## src/rtl/vec_intc_pkg.sv

```systemverilog
package vec_intc_pkg;

    localparam int VEC_W  = 5;
    localparam int ADDR_W = 3;
    localparam logic [VEC_W-1:0] ERR_VEC = '0;

    typedef enum logic [ADDR_W-1:0] {
        RA_CFG   = 3'd0,
        RA_PEND  = 3'd1,
        RA_MASK  = 3'd2,
        RA_INSVC = 3'd3,
        RA_VEC   = 3'd4
    } reg_addr_e;

    typedef struct packed {
        logic [2:0]       level;
        logic [VEC_W-1:0] favor;
        logic             enable;
    } cfg_t;

    function automatic cfg_t cfg_unpack(input logic [31:0] w);
        cfg_t c;
        c.level  = w[15:13];
        c.favor  = w[12:8];
        c.enable = w[7];
        return c;
    endfunction

    function automatic logic [31:0] cfg_pack(input cfg_t c);
        return {16'b0, c.level, c.favor, c.enable, 7'b0};
    endfunction

    function automatic logic [31:0] vec_pack(input logic [VEC_W-1:0] v);
        return {16'b0, v, 11'b0};
    endfunction

endpackage

```

## src/rtl/vec_intc_resolve.sv

```systemverilog
module vec_intc_resolve
    import vec_intc_pkg::*;
#(
    parameter int NSRC = 32
) (
    input  logic [NSRC-1:0]  elig,
    input  logic [VEC_W-1:0] favor,
    output logic [VEC_W-1:0] win,
    output logic             any
);

    logic [NSRC-1:0]  above;
    logic [NSRC-1:0]  pick;
    logic [VEC_W-1:0] top_idx;
    logic             fav_ok;

    assign above[NSRC-1] = 1'b0;
    for (genvar i = 0; i < NSRC - 1; i++) begin : g_chain
        assign above[i] = above[i+1] | elig[i+1];
    end

    assign pick = elig & ~above;

    always_comb begin
        top_idx = '0;
        for (int i = 0; i < NSRC; i++) begin
            if (pick[i]) top_idx = top_idx | VEC_W'(i);
        end
    end

    assign fav_ok = (favor != '0) && |((NSRC'(1) << favor) & elig);
    assign any    = |elig;
    assign win    = fav_ok ? favor : top_idx;

endmodule

```

## src/rtl/vec_intc_regs.sv

```systemverilog
module vec_intc_regs
    import vec_intc_pkg::*;
#(
    parameter int NSRC = 32
) (
    input  logic              clk,
    input  logic              rst,
    input  logic              we,
    input  logic [ADDR_W-1:0] addr,
    input  logic [31:0]       wdata,
    input  logic [NSRC-1:0]   src,
    input  logic [VEC_W-1:0]  win,
    input  logic              any,
    output cfg_t              cfg_q,
    output logic [NSRC-1:0]   mask_q,
    output logic [NSRC-1:0]   insvc_q,
    output logic [VEC_W-1:0]  vec_q,
    output logic [31:0]       rdata
);

    localparam logic [NSRC-1:0] KEEP = {{(NSRC-1){1'b1}}, 1'b0};

    logic ack;
    assign ack = we && (addr == RA_VEC) && wdata[0];

    always_ff @(posedge clk) begin
        if (rst) begin
            cfg_q   <= '0;
            mask_q  <= '0;
            insvc_q <= '0;
            vec_q   <= ERR_VEC;
        end else begin
            if (we && addr == RA_CFG)  cfg_q  <= cfg_unpack(wdata);
            if (we && addr == RA_MASK) mask_q <= wdata[NSRC-1:0] & KEEP;
            if (ack) begin
                vec_q <= any ? win : ERR_VEC;
                if (any) insvc_q <= insvc_q | (NSRC'(1) << win);
            end else if (we && addr == RA_INSVC) begin
                insvc_q <= insvc_q & ~wdata[NSRC-1:0];
            end
        end
    end

    always_comb begin
        case (addr)
            RA_CFG:   rdata = cfg_pack(cfg_q);
            RA_PEND:  rdata = 32'(src & KEEP);
            RA_MASK:  rdata = 32'(mask_q);
            RA_INSVC: rdata = 32'(insvc_q);
            RA_VEC:   rdata = vec_pack(vec_q);
            default:  rdata = '0;
        endcase
    end

endmodule

```

## src/rtl/vec_intc.sv

```systemverilog
module vec_intc
    import vec_intc_pkg::*;
#(
    parameter int NSRC = 32
) (
    input  logic              clk,
    input  logic              rst,
    input  logic [NSRC-1:0]   src_i,
    input  logic              reg_we,
    input  logic [2:0]        reg_addr,
    input  logic [31:0]       reg_wdata,
    output logic [31:0]       reg_rdata,
    output logic              irq_o,
    output logic [2:0]        irq_level_o
);

    localparam logic [NSRC-1:0] SLOT_KEEP = {{(NSRC-1){1'b1}}, 1'b0};

    cfg_t             cfg_q;
    logic [NSRC-1:0]  mask_q;
    logic [NSRC-1:0]  insvc_q;
    logic [VEC_W-1:0] vec_q;
    logic [NSRC-1:0]  elig;
    logic [VEC_W-1:0] win;
    logic             any;

    assign elig = src_i & mask_q & ~insvc_q & SLOT_KEEP;

    vec_intc_resolve #(.NSRC(NSRC)) u_resolve (
        .elig  (elig),
        .favor (cfg_q.favor),
        .win   (win),
        .any   (any)
    );

    vec_intc_regs #(.NSRC(NSRC)) u_regs (
        .clk     (clk),
        .rst     (rst),
        .we      (reg_we),
        .addr    (reg_addr),
        .wdata   (reg_wdata),
        .src     (src_i),
        .win     (win),
        .any     (any),
        .cfg_q   (cfg_q),
        .mask_q  (mask_q),
        .insvc_q (insvc_q),
        .vec_q   (vec_q),
        .rdata   (reg_rdata)
    );

    assign irq_o       = cfg_q.enable & any;
    assign irq_level_o = cfg_q.level;

endmodule

```

## config.mk

```make
export PLATFORM = sky130hd
export DESIGN_NAME = vec_intc
export DESIGN_NICKNAME = d
export VERILOG_FILES = /design/src/rtl/vec_intc_pkg.sv /design/src/rtl/vec_intc_resolve.sv /design/src/rtl/vec_intc_regs.sv /design/src/rtl/vec_intc.sv
export SDC_FILE = /design/constraint.sdc
export NUM_CORES = 1
export LEC_CHECK = 0
export ABC_AREA = 1
export BUFFER_PORTS_ARGS = -buffer_cell sky130_fd_sc_hd__buf_2
export CAP_MARGIN = 40
export CORE_MARGIN = 3
export CORE_UTILIZATION = 25
export DETAILED_ROUTE_END_ITERATION = 10
export MAX_ROUTING_LAYER = met4
export SETUP_SLACK_MARGIN = 0.4
export SLEW_MARGIN = 30
export SYNTH_ARGS = -nofsm -noshare
export SYNTH_HDL_FRONTEND = slang
export SYNTH_SLANG_ARGS = --single-unit
```

## constraint.sdc

```tcl
create_clock -name clk -period 2.2 [get_ports clk]
set_clock_uncertainty 0.1 [all_clocks]
set_input_delay 0.22 -clock clk [delete_from_list [all_inputs] [get_ports clk]]
set_output_delay 0.22 -clock clk [all_outputs]
set_load 0.05 [all_outputs]
```

## Yosys cells after proc, flatten, opt, wreduce, memory -nomap -nowiden

Index checks and enable logic that the tools add are counted.

- Input bits: 70
- Logic and storage cells: 116
- Bits in registers: 78

- Multiplexer cells: 48
- Shifts and indexed selects: 2
- Bitwise operators: 40
- Equal/unequal tests: 5
- Reduce and logical (&&, ||, !) cells: 15

Operators by type and width:

| operator | count |
|---|---|
| 32-bit 2-to-1 mux | 10 |
| 32-bit AND | 5 |
| 32-bit case mux with 5 select lines | 1 |
| 5-bit 2-to-1 mux | 20 |
| 32-bit NOT | 2 |
| 1-bit by 5-bit << shifter with 32-bit output (first input constant) | 2 |
| 4-bit 2-to-1 mux | 8 |
| 31-bit NOT with 32-bit output | 1 |
| 32-bit bitwise OR | 1 |
| 32-bit OR reduction | 1 |
| 31-bit OR reduction | 1 |
| 1-bit bitwise OR | 30 |
| 9-bit 2-to-1 mux | 2 |
| 3-bit 2-to-1 mux | 4 |
| 3-bit by 2-bit == test with 1-bit output (second input constant) | 2 |
| 1-bit logical AND | 6 |
| 2-bit nonzero test | 3 |
| 5-bit nonzero test | 1 |
| 2-bit 2-to-1 mux | 2 |
| 3-bit by 1-bit == test with 1-bit output (second input constant) | 1 |
| 3-bit == test (second input constant) | 1 |
| 3-bit logical NOT | 1 |
| 3-bit inequality test (second input constant) | 1 |
| 3-bit nonzero test | 1 |
| other kinds (3) | 3 |

## Depth between registers and ports, before layout

Gate-level depths: netlist of the first run.

- Depth after elaboration: 73
- Depth in mapped cells: 18
- Gate-level depth less buffers: 17

## Cells and area by module

A second synthesis of the first run with hierarchy kept.

- Cell total of the unflattened synthesis: 851
- Area total of the unflattened synthesis: 5170.0 µm²

Modules (own cells, without submodules):

| module | cells an instance | area an instance (µm²) | sequential area each (µm²) | times used |
|---|---|---|---|---|
| vec_intc_regs | 581 | 3898.7 | 1541.5 | 1 |
| vec_intc_resolve | 205 | 949.7 | 0.0 | 1 |
| vec_intc | 65 | 321.6 | 0.0 | 1 |

## Least setup slack after synthesis of the first run

No wires, ideal clock.

- Kind: register to register
- From: reg, netlist name u_regs.cfg_q[1]
- To: reg u_regs.insvc_q[12]
- Setup time: 70 ps
- Path buffers: 1
- Clock period less this slack: 2074 ps
- Arrival: 1904 ps
- Slack: 126 ps
- Stages on the path, launching flop included: 18
- Cells stage by stage: dfxtp_1 buf_4 inv_1 nand3_1 nor2_1 nand3b_1 nand2_1 nor2_1 nand2_1 nor2_2 nand4_1 nor2_2 nand4_4 nand2_4 nand3_2 nor2_1 nand2_1 a21oi_1

- Word-level cells in the longest chain between the ends: 12
- Elaborated cells between the ends (all ways): 13
- Classes of those cells: shift (2); mux (6); bitwise (2); reduce/logical (3)

RTL lines:

| element | line | text |
|---|---|---|
| 1-bit by 5-bit << shifter with 32-bit output | vec_intc_resolve.sv:31 | `assign fav_ok = (favor != '0) && \|((NSRC'(1) << favor) & elig);` |
| 32-bit AND | vec_intc_resolve.sv:31 |  |
| 32-bit OR reduction | vec_intc_resolve.sv:31 |  |
| 1-bit logical AND | vec_intc_resolve.sv:31 |  |
| 5-bit 2-to-1 mux (*) | vec_intc_resolve.sv:33 | `assign win = fav_ok ? favor : top_idx;` |
| 1-bit by 5-bit << shifter with 32-bit output (*) | vec_intc_regs.sv:37 | `if (any) insvc_q <= insvc_q \| (NSRC'(1) << win);` |
| 32-bit bitwise OR (*) | vec_intc_regs.sv:37 |  |
| 32-bit 2-to-1 mux (*) | vec_intc_regs.sv:37 |  |
| 32-bit 2-to-1 mux (*) | vec_intc_regs.sv:35 | `if (ack) begin` |
| 32-bit 2-to-1 mux (*) | vec_intc_regs.sv:27 | `if (rst) begin` |
| 32-bit 2-to-1 mux (*) | vec_intc_regs.sv:35 |  |
| 32-bit 2-to-1 mux (*) | vec_intc_regs.sv:27 |  |
| end signal: assignment | vec_intc_regs.sv:37 |  |
| end signal: assignment | vec_intc_regs.sv:39 | `insvc_q <= insvc_q & ~wdata[NSRC-1:0];` |
| end: declaration | vec_intc_regs.sv:16 | `output logic [NSRC-1:0] insvc_q,` |

Every way passes the cells marked *; elsewhere a longest branch is shown, timed or not. The select of a mux whose other input is x is not followed.
A chain may end at the register's enable or synchronous reset.

## Worst setup path after layout of the first run

- From: reg u_regs.insvc_q[31]
- To: reg u_regs.insvc_q[8]

- Word-level cells in the longest chain between the ends: 72
- Elaborated cells between the ends (all ways): 78
- Classes of those cells: eq/ne (1); shift (1); mux (37); bitwise (35); reduce/logical (4)

RTL lines:

| element | line | text |
|---|---|---|
| 32-bit NOT (*) | vec_intc.sv:27 | `assign elig = src_i & mask_q & ~insvc_q & SLOT_KEEP;` |
| 32-bit AND (*) | vec_intc.sv:27 |  |
| 1-bit bitwise OR (29 in a row) | vec_intc_resolve.sv:19 | `assign above[i] = above[i+1] \| elig[i+1];` |
| 31-bit NOT with 32-bit output | vec_intc_resolve.sv:22 | `assign pick = elig & ~above;` |
| 32-bit AND | vec_intc_resolve.sv:22 |  |
| 1-bit 2-to-1 mux | vec_intc_resolve.sv:27 | `if (pick[i]) top_idx = top_idx \| VEC_W'(i);` |
| 2-bit 2-to-1 mux (2 in a row) | vec_intc_resolve.sv:27 |  |
| 3-bit 2-to-1 mux (4 in a row) | vec_intc_resolve.sv:27 |  |
| (+24 left out) | -- |  |
| 5-bit 2-to-1 mux | vec_intc_resolve.sv:33 |  |
| 1-bit by 5-bit << shifter with 32-bit output | vec_intc_regs.sv:37 |  |
| 32-bit bitwise OR | vec_intc_regs.sv:37 |  |
| 32-bit 2-to-1 mux | vec_intc_regs.sv:37 |  |
| 32-bit 2-to-1 mux | vec_intc_regs.sv:35 |  |
| 32-bit 2-to-1 mux | vec_intc_regs.sv:27 |  |
| 32-bit 2-to-1 mux | vec_intc_regs.sv:35 |  |
| 32-bit 2-to-1 mux | vec_intc_regs.sv:27 |  |

Marks and branches as above.

==> results.yml, run 1 <==
sta:
  layout_setup_ws_ns: -0.2482
  fin_crit_sh: 1.113
  fmax_mhz: 408.5
  hold_viol_final: 0
  worst_pin_slew_ns: 0.5604
  tns_ns: -5.117
  timing.slew.headroom: 0.6235
  final_max_slew_viol_count: 0
  rsz0062_at_grt: "yes"
  fin_crit_ns: 2.448
  setup_viol: 32
logic_synthesis:
  ys_seq_area_frac: 0.3026
  synthTopCellsByArea: "dfxtp_1, nand2_1, inv_1"
  synth-main-ff-cell: "dfxtp_1"
  synth_top_area_frac: 0.3026
  yosys.area.top_type: "dfxtp_1"
  syn_inst: 807
  yosysWarnings: 0
  synth_area_per_cell_sq_um: 6.313
  synth_edf_count: 0
  synth_area_sq_um: 5095
  syn_nets: 877
  async_flop_share: 0
  synth_cell_type_count: 35
  ys_ff_latch: 77
layout:
  stdcell_count: 1346
  multi_input_area_sq_um: 3598
  antennaDiodeCount: 0
  final_nets: 1146
  regArea_sq_um: 1574
  most-common-layout-cells: "buf_4, nand2_1, inv_1"
  areaGrowthSynthToFinish_pct: 68.89
  drive_gt1_frac: 0.4690
  final_common_cell: "buf_4"
  n_fill_cell: 1976
pwr:
  powerDensity_nw_per_um2: 512.9
  power.leakage_nw: 3.937
  peakVddDrop_mv: 0.4113
route:
  vias_per_cell: 4.941
  routed_wl_mm: 22.40
  ant_nets: 0
  route.detailed.wl_per_inst_um: 16.64
  vias: 6650
  firstDrtPassIters: 5
  drc: 0
  drtIter0Drc: 434
flow_run:
  maxCapViolCount: 0
critical_path:
  required_ns: 2.39
  endpoint_kind: "register"
  crit_type: "reg -> reg"
  startpoint: "u_regs.insvc_q[31]$_SDFFE_PP0P_"
  cp-start-kind: "register"
  crit_arrival_ns: 2.64
  path_max_fanout: 4
  regToRegStartpoint: "u_regs.insvc_q[31]$_SDFFE_PP0P_"
run_status:
  status: "finished with violations"
  failed_checks: "negative setup slack"
place:
  dp_cells: 1281
  place.gp.congestion: 0.9998
  place_hpwl_mm: 15.90
  io_buffers: 104
clocking:
  cts_sinks: 77
  htree_levels: 3
  worstSkewPairLatency_ns: 0.35
  cts_tree: "yes"
  cts_root_buffer: "clkbuf_16"
  cts_made_buffers: 9
  clkTransAtPathRegs_ns: 0.06
  cts_buffer_depth: 2
grt:
  grtUsageTotal: 0.1967
  antenna_found_initial: 0
  grt_pass1_wl_mm: 33.46
  grt_max_degree: 74
  overflow: 0
  first_global_vias: 6318
floorplanning:
  die_w_um: 148.8
  core.rowCount: 51
  start_util: 0.2584
  core_area_sq_um: 19720
  die_h_um: 148.8
  ios: 106
  die_area_sq_um: 22130
hold_path:
  hp-class: "in -> reg"
  hold_start: "reg_wdata[23]"
## metal layers
metal  share of wire  wire length [um]  GRT usage  up-vias
li1                -                 -          -     3282
met1            0.43              9581     0.2498     3084
met2            0.48             10830     0.3210      239
met3           0.053              1185    0.02796       45
met4           0.036               799    0.07140        0
met5               0                 0          -        -
## kinds of logic (layout without fill, tap and decap cells)
family	count (synthesis)	after routing	share of synthesized area
AND/OR/NAND/NOR	380	380	0.3561
AO/OA/AOI/OAI	196	196	0.2218
buffers and inverters	154	428	0.1196
flip-flops	77	77	0.3026
## area by class of cell
cell class,count,share of cell area
Multi-Input combinational cell,576,0.4182
Timing Repair Buffer,300,0.2748
Sequential cell,77,0.1829
Inverter,111,0.05148
Tap cell,265,0.03853
Clock buffer,12,0.02748
Clock inverter,4,0.005671
Timing Repair inverter,1,0.0008725
## through the flow
stage          setup slack (ns)  power, mW  area (sq um)    util  hold slack, ns
2_1_floorplan            0.1388      2.163          5281       -          0.2621
3_3_place_gp            -0.3016      2.647          7082  0.3592          0.3447
3_5_place_dp            -0.3404      2.647          7082  0.3592          0.3507
4_1_cts                 -0.2271      4.296          8014  0.4064         0.01192
5_1_grt                 -0.3714      4.597          8605  0.4364         0.02838
6_report                -0.2482      4.413          8605  0.4364         0.01859
## worst paths after layout
kind	to	slack, ns	depth (start not counted)
max	u_regs.insvc_q[8]$_SDFFE_PP0P_	-0.25	16
min	u_regs.mask_q[23]$_SDFFE_PP0P_	0.02	3
max reg2reg	u_regs.insvc_q[8]$_SDFFE_PP0P_	-0.25	16
min reg2reg	u_regs.vec_q[4]$_SDFFE_PP0P_	0.36	2
## worst max-delay path, stage by stage, from the launching register on
cell,delay [ns]
dfxtp_2,0.33
inv_2,0.05
nand3_4,0.07
buf_4,0.14
nand3_2,0.10
nor2_2,0.17
buf_4,0.13
nand2_1,0.05
nor2_1,0.10
nand3_1,0.11
nor2_1,0.12
nand4_1,0.16
nand2_2,0.15
nand4_1,0.24
nor2_2,0.20
nor2_1,0.07
nor2_1,0.09
## power breakdown
group / internal [mW] / total [mW] / switching [mW]
clock: 0.878 / 1.48 / 0.605
combinational: 0.604 / 1.45 / 0.848
sequential: 1.44 / 1.48 / 0.0352
total: 2.92 / 4.41 / 1.49
## registers in the layout, summed over array words and instances, names as in the netlist
| register | count |
|---|---|
| u_regs.insvc_q | 32 |
| u_regs.vec_q | 5 |
| u_regs.mask_q | 31 |
| u_regs.cfg_q | 9 |
## cells in the mapped netlist (6+ instances only)
cell type  instances
a21oi_1           70
a22oi_1           16
a31oi_1           28
buf_2             10
clkbuf_1          28
dfxtp_1           77
inv_1            102
inv_2              9
nand2_1          146
nand3_1           60
nand3_2            6
nand4_1           37
nor2_1            87
nor3_1            22
o211ai_1           7
o21ai_0           58
## timing repair
action,in CTS,in global routing
hold buffers,0,0
resized for setup,127,121
buffers inserted,28,16
gates cloned,2,3
endpoints found under the setup margin,50,56
pin swaps,39,51
Power figures use the tool's default switching activity.
==> run 2, diff against run 1 <==
==> constraint.sdc (replaced) <==
create_clock -name clk -period 2.2 [get_ports clk]
set_clock_uncertainty 0.1 [all_clocks]
set_input_delay 0.22 -clock clk [delete_from_list [all_inputs] [get_ports clk]]
set_output_delay 0.22 -clock clk [all_outputs]
set_load 0.005 [all_outputs]
==> run 2 against run 1 <==
The flow still finishes with violations (negative setup slack); global-route usage is 0.57 points lower; via count is 1.5% lower; worst setup slack worse by 0.026 ns; core utilization is 3.0 points lower; critical path depth is 2 lower; routed wire length is 5.1% lower; critical path type unchanged; critical endpoint is now u_regs.insvc_q[29]$_SDFFE_PP0P_.
==> results.yml, run 2 (synthesis gave the netlist of run 1 again) <==
run_status:
  status: "finished with violations"
  failed_checks: "negative setup slack"
clocking:
  cts_buffer_depth: 2
  clkTransAtPathRegs_ns: 0.06
  cts_hold_buf: 0
  cts_made_buffers: 9
  cts_tree: "yes"
  htree_levels: 3
  worstSkewPairLatency_ns: 0.35
  cts_sinks: 77
  cts_root_buffer: "clkbuf_16"
sta:
  tns_ns: -6.946
  timing.slew.headroom: 0.6123
  fmax_mhz: 404.2
  hold_viol_final: 0
  rsz0062_at_grt: "yes"
  fin_crit_ns: 2.474
  setup_viol: 33
  fin_crit_sh: 1.124
  layout_setup_ws_ns: -0.2739
  worst_pin_slew_ns: 0.5771
  final_max_slew_viol_count: 0
route:
  vias: 6547
  ant_nets: 0
  routed_wl_mm: 21.25
  drc: 0
  firstDrtPassIters: 5
  drtIter0Drc: 452
  vias_per_cell: 4.919
  route.detailed.wl_per_inst_um: 15.97
grt:
  use_met1: 0.2387
  grt_pass1_wl_mm: 32.47
  grt_max_degree: 43
  grtUsageMet2: 0.3203
  gr-max-usage-layer: "met2"
  antenna_found_initial: 0
  overflow: 0
  gr-usage-met3: 0.02735
  grtUsageTotal: 0.1911
  first_global_vias: 6194
place:
  io_buffers: 104
  place.gp.congestion: 0.9891
  place_hpwl_mm: 15.86
critical_path:
  slowest_delay_ns: 0.41
  path_max_fanout: 7
  required_ns: 2.38
  crit_type: "reg -> reg"
  crit_slowest_cell: "dfxtp_4"
  endpoint_kind: "register"
  crit_arrival_ns: 2.65
  cp-start-kind: "register"
  path_cells: "clkbuf_4 -> nor2_2 -> buf_4 -> nand2_1 -> nand4_1 -> nor4_1 -> nand4_1 -> nand2_1 -> nand2_1 -> buf_4 -> nor2_4 -> buf_6 -> nand4_1 -> a21oi_2"
floorplanning:
  ios: 106
  start_util: 0.2584
  die_area_sq_um: 22130
  die_h_um: 148.8
  core_area_sq_um: 19720
  core.rowCount: 51
  die_w_um: 148.8
layout:
  final_common_cell: "buf_4"
  antennaDiodeCount: 0
  areaGrowthSynthToFinish_pct: 57.22
  final_nets: 1132
  largest_register: "u_regs.insvc_q"
  largest_registers: "u_regs.insvc_q (32), u_regs.mask_q (31), u_regs.cfg_q (9)"
  most-common-layout-cells: "buf_4, nand2_1, buf_2"
  drive_gt1_frac: 0.4062
  largest_register_ffs: 32
hold_path:
  hp-class: "in -> reg"
pwr:
  fin_total_pwr_mw: 4.166
  peakVddDrop_mv: 0.3076
  power.leakage_nw: 3.770
  powerDensity_nw_per_um2: 520.1
flow_run:
  maxCapViolCount: 0
==> run 2: cell count changes in the layout (fill, tap and decap cells not counted), moves of 9 or more <==
cell and delta:
buf_6 -9, buf_4 -16, nor2_2 -11, nor2_1 +14, nand2_1 +10, buf_2 +29, clkbuf_4 -11
==> run 2: worst max-delay path: cells and delay by family (launching register included) <==
kind            cells  cell delay [ns]
flops               1             0.41
simple gates        9             1.08
buf+inv             4             0.66
compound gates      1             0.14
==> run 2: cell type report <==
class,count,area (sq um)
Clock buffer,13,250.2
Clock inverter,2,10.01
Fill cell,2033,11710
Inverter,111,434.2
Multi-Input combinational cell,576,3343
Sequential cell,77,1570
Tap cell,265,331.6
Timing Repair Buffer,287,2071
==> run 2: what timing repair did <==
item | in CTS | in global routing
pin swaps | 15 | 16
setup endpoints to repair | 40 | 43
resized for setup | 84 | 61
setup buffers | 20 | 7
cloned | 1 | 1
==> run 2: layer usage <==
| metal | vias to the layer above | part of all wire |
|---|---|---|
| met5 | - | 0 |
| met4 | 0 | 0.023 |
| met3 | 43 | 0.048 |
| met2 | 210 | 0.49 |
| met1 | 3038 | 0.44 |
| li1 | 3256 | - |
==> run 2: stage by stage <==
| step | util | cell area (sq um) | std cells | hold WS (ns) | setup slack, ns |
|---|---|---|---|---|---|
| floorplan | - | 5192 | 807 | 0.2621 | 0.1388 |
| global placement | 0.3559 | 7018 | 1287 | 0.3461 | -0.3040 |
| detailed placement | 0.3559 | 7018 | 1287 | 0.3499 | -0.3121 |
| CTS | 0.3924 | 7737 | 1323 | 0.01722 | -0.2331 |
| global route | 0.4062 | 8010 | 1331 | 0.02864 | -0.4261 |
| finish | 0.4062 | 8010 | 1331 | 0.02256 | -0.2739 |
==> run 2: report_power, final <==
part           total [mW]  leakage (nW)  internal, mW  switching (mW)
Sequential           1.48         0.632          1.44          0.0333
Clock                1.36         0.129         0.786           0.579
Combinational        1.33          3.01         0.584           0.742
==> run 2: final timing paths <==
kind	endpoint	cells after the start	from	slack, ns
worst min-delay path	u_regs.mask_q[19]$_SDFFE_PP0P_	3	reg_wdata[19]	0.02
worst min register to register	u_regs.vec_q[4]$_SDFFE_PP0P_	2	u_regs.vec_q[4]$_SDFFE_PP0P_	0.36
worst max register to register	u_regs.insvc_q[29]$_SDFFE_PP0P_	14	u_regs.cfg_q[4]$_SDFFE_PP0P_	-0.27
worst max-delay path	u_regs.insvc_q[29]$_SDFFE_PP0P_	14	u_regs.cfg_q[4]$_SDFFE_PP0P_	-0.27
